## src/rtl/fr_pkg.sv

```systemverilog
package fr_pkg;

    localparam int NUM_CS = 4;

    typedef enum logic [1:0] {
        LANE_1 = 2'd0,
        LANE_2 = 2'd1,
        LANE_4 = 2'd2
    } lane_e;

    typedef struct packed {
        logic [7:0] opcode;
        logic [1:0] nab_m1;
        logic [1:0] dummy;
        lane_e      lanes;
    } setup_t;

    typedef enum logic [2:0] {
        S_IDLE,
        S_CMD,
        S_DUMMY,
        S_DATA,
        S_RESP
    } seq_e;

    function automatic setup_t decode_setup(input logic [31:0] w);
        setup_t s;
        s.opcode = w[7:0];
        s.nab_m1 = w[9:8];
        s.dummy  = w[11:10];
        case (w[13:12])
            2'd1:    s.lanes = LANE_2;
            2'd3:    s.lanes = LANE_4;
            default: s.lanes = LANE_1;
        endcase
        return s;
    endfunction

    function automatic logic [5:0] lane_step(input lane_e l);
        case (l)
            LANE_2:  return 6'd2;
            LANE_4:  return 6'd4;
            default: return 6'd1;
        endcase
    endfunction

    function automatic logic [31:0] le_pack(input logic [31:0] rx, input logic [1:0] lm1);
        logic [31:0] r;
        r = '0;
        for (int i = 0; i < 4; i++) begin
            if (i <= int'(lm1)) r[8*i +: 8] = rx[8*(int'(lm1) - i) +: 8];
        end
        return r;
    endfunction

endpackage

```

## src/rtl/fr_cfg.sv

```systemverilog
module fr_cfg
    import fr_pkg::*;
(
    input  logic        clk,
    input  logic        rst,
    input  logic        cfg_we,
    input  logic [2:0]  cfg_sel,
    input  logic [31:0] cfg_wdata,
    output logic        mm_en,
    output logic [1:0]  cur_cs,
    output setup_t      cur_setup
);

    setup_t setup_q [NUM_CS];

    for (genvar g = 0; g < NUM_CS; g++) begin : g_setup
        always_ff @(posedge clk) begin
            if (rst) begin
                setup_q[g] <= '0;
            end else if (cfg_we && cfg_sel == 3'(g)) begin
                setup_q[g] <= decode_setup(cfg_wdata);
            end
        end
    end

    always_ff @(posedge clk) begin
        if (rst) begin
            mm_en  <= 1'b0;
            cur_cs <= '0;
        end else if (cfg_we) begin
            if (cfg_sel == 3'd4) mm_en  <= cfg_wdata[0];
            if (cfg_sel == 3'd5) cur_cs <= cfg_wdata[1:0];
        end
    end

    assign cur_setup = setup_q[cur_cs];


    sw_hold_chk: assert property (@(posedge clk) disable iff (rst)
        !cfg_we |=> $stable(mm_en) && $stable(cur_cs));

endmodule

```

## src/rtl/fr_engine.sv

```systemverilog
module fr_engine
    import fr_pkg::*;
#(
    parameter int          ADDR_W    = 24,
    parameter int unsigned WIN_BYTES = 32'h00F0_0000
) (
    input  logic              clk,
    input  logic              rst,
    input  logic              mm_en,
    input  logic [1:0]        cur_cs,
    input  setup_t            cur_setup,
    input  logic              rd_req,
    input  logic [ADDR_W-1:0] rd_off,
    input  logic [1:0]        rd_len_m1,
    output logic              rd_ready,
    output logic              rd_valid,
    output logic              rd_err,
    output logic [31:0]       rd_data,
    output logic              sclk,
    output logic [NUM_CS-1:0] cs_n,
    output logic [3:0]        io_out,
    output logic [3:0]        io_oe,
    input  logic [3:0]        io_in
);

    localparam int TX_W = 40;

    seq_e             state;
    logic             phase;
    logic [TX_W-1:0]  tx_sh;
    logic [5:0]       cnt;
    lane_e            lanes_q;
    logic [1:0]       len_q;
    logic [1:0]       dum_q;
    logic [1:0]       cs_q;
    logic [31:0]      rx_sh;
    logic [31:0]      rx_next;
    logic [31:0]      rsp_data;
    logic             rsp_err;
    logic             active;
    logic             win_over;
    logic [31:0]      addr_al;
    logic [5:0]       step;
    logic [5:0]       data_bits;
    logic [32:0]      end_pos;

    assign end_pos  = 33'(rd_off) + 33'(rd_len_m1) + 33'd1;
    assign win_over = end_pos > 33'(WIN_BYTES);
    assign addr_al  = 32'(rd_off) << {2'd3 - cur_setup.nab_m1, 3'b000};
    assign step      = lane_step(lanes_q);
    assign data_bits = {3'({1'b0, len_q}) + 3'd1, 3'b000};

    always_comb begin
        case (lanes_q)
            LANE_2:  rx_next = {rx_sh[29:0], io_in[1:0]};
            LANE_4:  rx_next = {rx_sh[27:0], io_in[3:0]};
            default: rx_next = {rx_sh[30:0], io_in[1]};
        endcase
    end

    always_ff @(posedge clk) begin
        if (rst) begin
            state    <= S_IDLE;
            phase    <= 1'b0;
            tx_sh    <= '0;
            cnt      <= '0;
            lanes_q  <= LANE_1;
            len_q    <= '0;
            dum_q    <= '0;
            cs_q     <= '0;
            rx_sh    <= '0;
            rsp_data <= '0;
            rsp_err  <= 1'b0;
        end else begin
            case (state)
                S_IDLE: if (rd_req) begin
                    rsp_data <= '0;
                    rx_sh    <= '0;
                    phase    <= 1'b0;
                    len_q    <= rd_len_m1;
                    if (!mm_en || win_over) begin
                        rsp_err <= 1'b1;
                        state   <= S_RESP;
                    end else begin
                        rsp_err <= 1'b0;
                        tx_sh   <= {cur_setup.opcode, addr_al};
                        cnt     <= 6'd16 + {1'b0, cur_setup.nab_m1, 3'b000};
                        dum_q   <= cur_setup.dummy;
                        lanes_q <= cur_setup.lanes;
                        cs_q    <= cur_cs;
                        state   <= S_CMD;
                    end
                end
                S_CMD: begin
                    phase <= ~phase;
                    if (phase) begin
                        tx_sh <= tx_sh << 1;
                        if (cnt == 6'd1) begin
                            if (dum_q != 2'd0) begin
                                state <= S_DUMMY;
                                cnt   <= {1'b0, dum_q, 3'b000};
                            end else begin
                                state <= S_DATA;
                                cnt   <= data_bits;
                            end
                        end else begin
                            cnt <= cnt - 6'd1;
                        end
                    end
                end
                S_DUMMY: begin
                    phase <= ~phase;
                    if (phase) begin
                        if (cnt == 6'd1) begin
                            state <= S_DATA;
                            cnt   <= data_bits;
                        end else begin
                            cnt <= cnt - 6'd1;
                        end
                    end
                end
                S_DATA: begin
                    phase <= ~phase;
                    if (phase) begin
                        rx_sh <= rx_next;
                        if (cnt == step) begin
                            state    <= S_RESP;
                            rsp_data <= le_pack(rx_next, len_q);
                        end else begin
                            cnt <= cnt - step;
                        end
                    end
                end
                S_RESP:  state <= S_IDLE;
                default: state <= S_IDLE;
            endcase
        end
    end

    assign active = (state == S_CMD) || (state == S_DUMMY) || (state == S_DATA);

    for (genvar g = 0; g < NUM_CS; g++) begin : g_cs
        assign cs_n[g] = !(active && cs_q == 2'(g));
    end

    assign sclk     = active && phase;
    assign io_out   = {3'b000, tx_sh[TX_W-1]};
    assign io_oe    = (state == S_CMD) ? 4'b0001 : 4'b0000;
    assign rd_ready = (state == S_IDLE);
    assign rd_valid = (state == S_RESP);
    assign rd_err   = rsp_err;
    assign rd_data  = rsp_data;


    cs_onehot_chk: assert property (@(posedge clk) disable iff (rst)
        $onehot0(~cs_n));


    dummy_float_chk: assert property (@(posedge clk) disable iff (rst)
        (state == S_DUMMY || state == S_DATA) |-> io_oe == 4'b0000);


    busy_ready_chk: assert property (@(posedge clk) disable iff (rst)
        !(&cs_n) |-> !rd_ready);


    valid_pulse_chk: assert property (@(posedge clk) disable iff (rst)
        rd_valid |=> !rd_valid);


    tx_stable_chk: assert property (@(posedge clk) disable iff (rst)
        sclk |-> $stable(io_out));


    err_quiet_chk: assert property (@(posedge clk) disable iff (rst)
        (rd_valid && rd_err) |-> rd_data == 32'd0);

endmodule

```

## src/rtl/flash_mmap_reader.sv

```systemverilog
module flash_mmap_reader
    import fr_pkg::*;
#(
    parameter int          ADDR_W    = 24,
    parameter int unsigned WIN_BYTES = 32'h00F0_0000
) (
    input  logic              clk,
    input  logic              rst,
    input  logic              cfg_we,
    input  logic [2:0]        cfg_sel,
    input  logic [31:0]       cfg_wdata,
    input  logic              rd_req,
    input  logic [ADDR_W-1:0] rd_off,
    input  logic [1:0]        rd_len_m1,
    output logic              rd_ready,
    output logic              rd_valid,
    output logic              rd_err,
    output logic [31:0]       rd_data,
    output logic              sclk,
    output logic [3:0]        cs_n,
    output logic [3:0]        io_out,
    output logic [3:0]        io_oe,
    input  logic [3:0]        io_in
);

    logic   mm_en;
    logic [1:0] cur_cs;
    setup_t cur_setup;

    fr_cfg u_cfg (
        .clk       (clk),
        .rst       (rst),
        .cfg_we    (cfg_we),
        .cfg_sel   (cfg_sel),
        .cfg_wdata (cfg_wdata),
        .mm_en     (mm_en),
        .cur_cs    (cur_cs),
        .cur_setup (cur_setup)
    );

    fr_engine #(
        .ADDR_W    (ADDR_W),
        .WIN_BYTES (WIN_BYTES)
    ) u_engine (
        .clk       (clk),
        .rst       (rst),
        .mm_en     (mm_en),
        .cur_cs    (cur_cs),
        .cur_setup (cur_setup),
        .rd_req    (rd_req),
        .rd_off    (rd_off),
        .rd_len_m1 (rd_len_m1),
        .rd_ready  (rd_ready),
        .rd_valid  (rd_valid),
        .rd_err    (rd_err),
        .rd_data   (rd_data),
        .sclk      (sclk),
        .cs_n      (cs_n),
        .io_out    (io_out),
        .io_oe     (io_oe),
        .io_in     (io_in)
    );

endmodule

```

## config.mk

```make
export PLATFORM = sky130hd
export DESIGN_NAME = flash_mmap_reader
export DESIGN_NICKNAME = d
export VERILOG_FILES = /design/src/rtl/fr_pkg.sv /design/src/rtl/fr_cfg.sv /design/src/rtl/fr_engine.sv /design/src/rtl/flash_mmap_reader.sv
export SDC_FILE = /design/constraint.sdc
export NUM_CORES = 1
export LEC_CHECK = 0
export ABC_AREA = 1
export BUFFER_PORTS_ARGS = -buffer_cell sky130_fd_sc_hd__buf_2
export CORE_MARGIN = 2
export CORE_UTILIZATION = 35
export CTS_BUF_LIST = sky130_fd_sc_hd__clkbuf_8
export DETAILED_ROUTE_END_ITERATION = 10
export GPL_ROUTABILITY_DRIVEN = 0
export GPL_TIMING_DRIVEN = 0
export SYNTH_ARGS = -nofsm -noshare
export SYNTH_HDL_FRONTEND = slang
export SYNTH_SLANG_ARGS = --single-unit
```

## constraint.sdc

```tcl
create_clock -name clk -period 2.39 [get_ports clk]
set_input_delay 0.239 -clock clk [delete_from_list [all_inputs] [get_ports clk]]
set_output_delay 0.239 -clock clk [all_outputs]
set_load 0.03 [all_outputs]
```

After elaboration in Yosys (flattened, before gate mapping)
Memories as Yosys holds them, arrays and structs flattened. A register that Yosys moved wholly into a read port is not among the register bits.
Cells that the tools add are included.
{ "totals": {"ff_bits": 125, "ramBits": 56, "in_bits": 69, "output_inout_bits": 48, "wordCells": 170, "mem_count": 1} }
{ "memory_table": {"columns": ["name", "words", "word_bits", "read_ports", "rd_clocked_by_memory_dff", "write_ports", "line", "text"], "rows": [
  ["u_cfg.setup_q", 4, 14, 1, 1, 4, "fr_cfg.sv:14", "setup_t setup_q [NUM_CS];"]
]} }
{ "classes": {"n_addsub": 10, "n_lt_le_gt_ge": 4, "eq_ne": 27, "shift": 5, "muxes": 68, "bitwise": 6, "reduce_logical": 36} }
{ "ops": {"columns": ["cell", "n"], "rows": [
  ["$pmux W32 S2", 2],
  ["$shiftx A32 B6 Y8", 4],
  ["$mux W40", 3],
  ["$mux W32", 3],
  ["$pmux W40 S2", 1],
  ["$pmux W31 S2", 1],
  ["$mux W14", 4],
  ["$mux W6", 9],
  ["$add A33 B1 Y33 const B", 1],
  ["$gt A33 B24 Y1 const B", 1],
  ["$shl A24 B5 Y32", 1],
  ["$mux W31", 1],
  ["$add A24 B2 Y25", 1],
  ["$mux W3", 8],
  ["$mux W8", 3],
  ["$pmux W6 S4", 1],
  ["$mux W2", 10],
  ["$mux W1", 18],
  ["$reduce_and A7 Y1", 2],
  ["$eq A3 B2 Y1 const B", 4],
  ["$ne A2 B1 Y1 const B", 6],
  ["$pmux W3 S4", 1],
  ["$eq A3 B3 Y1 const B", 3],
  ["$logic_and A1 B1 Y1", 9],
  ["other kinds (30)", 59]
]} }

Logic depth before layout (Yosys ltp)
{ "logic_depth": {"word_depth": 7, "mapped_depth": 23, "ltp_nobuf": 22} }

By module
A second synthesis with hierarchy kept.
{ "unflattened": {"hier_cells": 1573, "area_unflattened_um2": 10924.2} }
{ "modules_own_cells": {"columns": ["mod", "n_inst", "cells_per_inst", "area_each_um2", "seq_area_each_um2"], "rows": [
  ["fr_engine", 1, 1292, 8174.1, 2442.3],
  ["fr_cfg", 1, 281, 2750.1, 1781.7]
]} }

Worst setup path after synthesis
Ideal clock, no wire load.
{ "synth_timing": {"kind": "register to register", "startpoint": "reg u_engine.lanes_q[1]", "endpoint": "reg u_engine.rsp_data[10] (netlist: u_engine.rd_data[10])", "setup_time_ns": 0.070, "arrival_time_ns": 2.531, "t_required_ns": 2.320, "path_slack_ns": -0.212, "path_stages_with_launch": 15, "path_buffers": 1, "period_less_slack_ns": 2.602, "path_cell_list": "dfxtp_1 > inv_1 > ha_1 > clkbuf_1 > inv_1 > ha_1 > nand3_1 > nor2_1 > o221a_2 > inv_2 > nor2_1 > inv_1 > nor2_2 > nand2_1 > a21oi_1"} }
{ "synth_via": {"elab_chain_cells": 7, "elab_cells_between_ends": 12, "cone_classes": "eq/ne: 4; shift: 1; mux: 6; reduce/logical: 1"} }
{ "synth_lines": {"columns": ["element", "line", "text"], "rows": [
  ["from (decl)", "fr_engine.sv:32", "lane_e lanes_q;"],
  ["from (signal assigned)", "fr_engine.sv:89", "lanes_q <= cur_setup.lanes;"],
  ["$eq A2 B2 Y1 or $eq A2 B1 Y1 (tied branches)", "fr_pkg.sv:40, fr_engine.sv:54", null],
  ["$pmux W32 S2", "fr_engine.sv:54", "case (lanes_q)"],
  ["$shiftx A32 B6 Y8", "fr_pkg.sv:51", "if (i <= int'(lm1)) r[8*i +: 8] = rx[8*(int'(lm1) - i) +: 8];"],
  ["$mux W8", "fr_pkg.sv:51", null],
  ["$mux W32", "fr_engine.sv:126", "if (cnt == step) begin"],
  ["$mux W32", "fr_engine.sv:124", "if (phase) begin"],
  ["$pmux W32 S2", "fr_engine.sv:75", "case (state)"],
  ["to (signal assigned)", "fr_engine.sv:128", "rsp_data <= le_pack(rx_next, len_q);"],
  ["to (decl)", "fr_engine.sv:38", "logic [31:0] rsp_data;"]
]} }
Parallel ways exist; a longest one is shown, timed or not. The select of a mux whose other input is x is not followed.
A chain may end at the register's enable or synchronous reset.

Worst setup path after layout
{ "layout_timing": {"startpoint": "in rd_off[0]", "endpoint": "reg u_engine.tx_sh[9]"} }
{ "layout_via": {"elab_chain_cells": 6} }
{ "layout_lines": {"columns": ["element", "line", "text"], "rows": [
  ["from (decl)", "flash_mmap_reader.sv:13", "input logic [ADDR_W-1:0] rd_off,"],
  ["$add A24 B2 Y25", "fr_engine.sv:47", "assign end_pos = 33'(rd_off) + 33'(rd_len_m1) + 33'd1;"],
  ["$add A33 B1 Y33", "fr_engine.sv:47", null],
  ["$gt A33 B24 Y1", "fr_engine.sv:48", "assign win_over = end_pos > 33'(WIN_BYTES);"],
  ["$logic_or A1 B1 Y1", "fr_engine.sv:81", "if (!mm_en || win_over) begin"],
  ["$ne A2 B2 Y1 (no source line)", null, null],
  ["$reduce_and A4 Y1 (no source line)", null, null],
  ["to (signal assigned)", "fr_engine.sv:86", "tx_sh <= {cur_setup.opcode, addr_al};"],
  ["to (signal assigned)", "fr_engine.sv:97", "tx_sh <= tx_sh << 1;"],
  ["to (decl)", "fr_engine.sv:30", "logic [TX_W-1:0] tx_sh;"]
]} }
Every way passes these cells.

==> run_results.csv <==
group,metric,value,unit
layout,ff_latch_area,4230,µm²
sta,max-slew-margin-rel,43.6,%
yosys,synth_top_area_share,23.7,%
yosys,async_flop_share,0,%
sta,tightest_slew,0.847,ns
routing,routedWlPerCell,16.2,µm
layout,multi_input_area,6160,µm²
layout,mostFrequentLayoutCells,"339 x nand2_1, 195 x nor2_1, 158 x o21ai_0",
power,p_int,5.27,mW
power,power.density,633,nW/µm²
sta,setup_tns,-3.79,ns
floorplanning,coreArea,30300,µm²
clock_tree,ctsHtreeMaxLevel,4,
routing,viasPerCell,5.28,
critical_path,crit_chain,"buf_8 > ha_4 > fa_2 > nand2_1 > nor2_1 > nand4_1 > nor2_2 > nand3_2 > nor3_4 > nand2_1 > nand2_1 > nand3_2 > nor2_2 > nand3_2 > nand3_4 > nand2_4 > buf_12 > buf_12 > a21oi_2 > nor2_1",
yosys,synth_seq_cells,183,
power,ir_drop,0.359,mV
yosys,synth_area,10700,µm²
layout,final_area,13100,µm²
yosys,syn_area_per_cell,7.10,µm²
sta,fmax,0.397,GHz
yosys,yosysUniqueCellTypes,50,
flow_run,max-cap-violations,0,
clock_tree,ctsRootBufferMaster,"clkbuf_8",
power,power.total,8.32,mW
min_path,hold_path_depth,3,
layout,fill_cells,3049,
floorplanning,die_area,32100,µm²
routing,vias,10900,
clock_tree,hold_buffers,0,
sta,hold_viol,0,
routing,firstDrtPassIters,8,
floorplanning,die_h,179,µm
critical_path,cp.arrival,2.89,ns
yosys,yosys_warnings,0,
power,p_seq_share,43.7,%
layout,nets,1738,
critical_path,crit_path_max_fanout,10,
critical_path,r2r_cells,10,
sta,finalCriticalPeriod,2.52,ns
placed_design,hpwlAfterDp,24300,µm
power,p_sw,3.05,mW
placed_design,place_area,11800,µm²
sta,finalSetupViolations,49,
critical_path,cp.required,2.76,ns
min_path,hp-class,"in2reg",
routing,drc,0,
layout,area_growth,22.6,%
yosys,synth.largest_area_cell,"dfxtp_1",
layout,layout.cells.non_filler,2066,
power,p_clk_share,25.5,%
floorplanning,boundaryPins,117,
critical_path,rr_endpoint,"u_engine.tx_sh[9]",
sta,maxSlewViolCount,0,
critical_path,cp-end-kind,"flip-flop",
clock_tree,clock_sinks,183,
critical_path,slowest_delay,0.51,ns
layout,layout_commonest_cell,"nand2_1",
sta,layout_setup_ws,-0.128,ns
min_path,hold_path_end,"u_cfg.mm_en",
clock_tree,numCtsBuffers,17,
global_route,antenna_found_initial,0,
routing,final_antenna_net_count,0,
min_path,min-delay-start,"cfg_wdata[0]",
yosys,ys_top_cells_by_area,"dfxtp_1 24%, edfxtp_1 16%, nand2_1 12%, o21ai_0 8.3%, nor2_1 7.4%",
floorplanning,num_rows,64,
critical_path,timing_worst_setup_path_type,"in2reg",
power,p_sw_share,36.7,%
sta,timing.final.crit_share,105,%
clock_tree,cts_tree,"done",
clock_tree,clock_latency,0.49,ns
critical_path,r2r_start,"u_engine.state[0]",
critical_path,crit_family,"simple AND/OR/NAND/NOR gates",
layout,drive_gt1_share,21.4,%
power,leakagePower,5.38,nW
yosys,synthFlopType,"dfxtp_1",
critical_path,path_buf_inv,3,
floorplanning,start_util,35.3,%
clock_tree,clockBufferDepth,2,
clock_tree,clk_pin_slew,0.09,ns
placed_design,io_buffers,91,
sta,holdWs,0.0713,ns
routing,routed_wl,33500,µm
sta,rsz0062_at_grt,"yes",
yosys,synth_edf_count,56,
yosys,synth_cells,1510,
sta,final.setup_skew,0.0147,ns
run_status,violations,"setup timing",
global_route,grt_pass1_vias,9979,
critical_path,cp-start-kind,"primary input",
global_route,grt_max_degree,17,
floorplanning,die_w,179,µm
placed_design,dp.cells,2002,
critical_path,rrSetupSlack,-0.06,ns
yosys,ys_seq_area_share,39.4,%
global_route,grtUsageTotal,20.7,%
power,combPwrFrac,30.7,%
global_route,gr-total-overflow,0,
run_status,status,"finished with violations",
critical_path,slowest_stage,"fa_2",
global_route,grt_pass1_wl,52200,µm
routing,drt_iter0_drc,1003,
==> worst max path at each step <==
stage / from / endpoint / slack, ns / cells past startpoint
after CTS: rd_len_m1[0] / u_engine.tx_sh[28] / -0.12 / 21
final: rd_off[0] / u_engine.tx_sh[9] / -0.13 / 20
after detailed placement: rd_len_m1[0] / u_engine.cs_q[0] / -0.96 / 16
after global placement: rd_len_m1[0] / u_engine.cs_q[0] / -0.95 / 16
after floorplan: rd_off[0] / u_engine.tx_sh[11] / -0.18 / 19
after global routing: rd_len_m1[0] / u_engine.tx_sh[9] / -0.26 / 20
==> Yosys cell counts, types with 4 or more instances <==
library cell and count:
ha_1 11, a221o_1 28, edfxtp_1 56, nor2_4 4
dfxtp_1 127, a22oi_1 22, nand2_1 355, inv_1 107
mux2i_1 17, clkbuf_1 69, inv_2 8, nand4_1 14
a32o_1 9, nand3_2 24, o21ai_0 177, o221ai_1 9
buf_6 6, buf_4 9, o22ai_1 4, nor2_2 8
buf_1 8, a21oi_1 104, nor2_1 210, nand3_1 75
nand2_2 5
==> tightest hold or removal path, delay by kind of cell <==
kind	cells	cell delay, ns
compound gates	2	0.18
buf+inv	1	0.10
==> power groups by stage <==
| stage | Combinational, mW | Clock (mW) | Sequential, mW |
|---|---|---|---|
| after floorplan | 1.56 | 0 | 3.63 |
| after global placement | 2.15 | 0 | 3.68 |
| after detailed placement | 2.17 | 0 | 3.68 |
| after CTS | 2.37 | 2.16 | 3.62 |
| after global routing | 2.82 | 2.30 | 3.66 |
| final | 2.56 | 2.12 | 3.64 |
==> state kept, by name, summed over array words and instances (netlist names), 2 cells and up, named ones only <==
signal / cells
u_engine.cnt: 6
u_engine.tx_sh: 40
u_engine.len_q: 2
u_cfg.setup_q: 56
u_engine.rd_data: 32
u_engine.dum_q: 2
u_engine.state: 3
u_engine.cs_q: 2
u_engine.rx_sh: 31
u_cfg.cur_cs: 2
u_engine.lanes_q: 2
==> through the flow <==
| step | utilization (%) | setup WS, ns |
|---|---|---|
| 6_report | 43.3 | -0.128 |
| 3_5_place_dp | 38.8 | -0.956 |
| 4_1_cts | 42.1 | -0.121 |
| 5_1_grt | 43.3 | -0.264 |
| 2_1_floorplan | - | -0.183 |
| 3_3_place_gp | 38.8 | -0.949 |
==> kinds of logic (layout without fill, tap and decap cells) <==
family / count (synthesis) / after routing / synth area share (%)
buffers and inverters: 212 / 366 / 8.19
multiplexers: 17 / 17 / 1.59
adder cells (fa/ha/maj): 13 / 13 / 1.66
XOR/XNOR: 3 / 3 / 0.245
flip-flops: 183 / 183 / 39.4
AND/OR/NAND/NOR: 713 / 713 / 28.7
AO/OA/AOI/OAI: 368 / 368 / 20.2
other: 1 / 7 / 0.0350
==> layer usage <==
layer | GRT usage (%) | vias up | wire [µm] | part of all wire [%]
li1 | - | 5377 | - | -
met1 | 28.4 | 5005 | 14900 | 45
met2 | 32.0 | 453 | 14900 | 45
met3 | 3.97 | 76 | 2460 | 7.4
met4 | 8.33 | 0 | 1170 | 3.5
met5 | 0 | - | 0 | 0
==> what timing repair did <==
action,CTS,global route
gates cloned,4,2
setup endpoints to repair,118,174
resized for setup,119,89
buffers inserted,17,11
pin swaps,18,46
==> cell type report <==
type                       count  area share (%)
clock buffer                  19            1.99
antenna                        1          0.0190
timing repair buffer         124            6.48
buffer                        93            4.17
clock inverter                13           0.999
inverter                     117            3.49
multi-input combinational   1120            46.9
tap                          396            3.77
sequential                   183            32.2
Note: power is estimated with default switching activity, not from simulation.
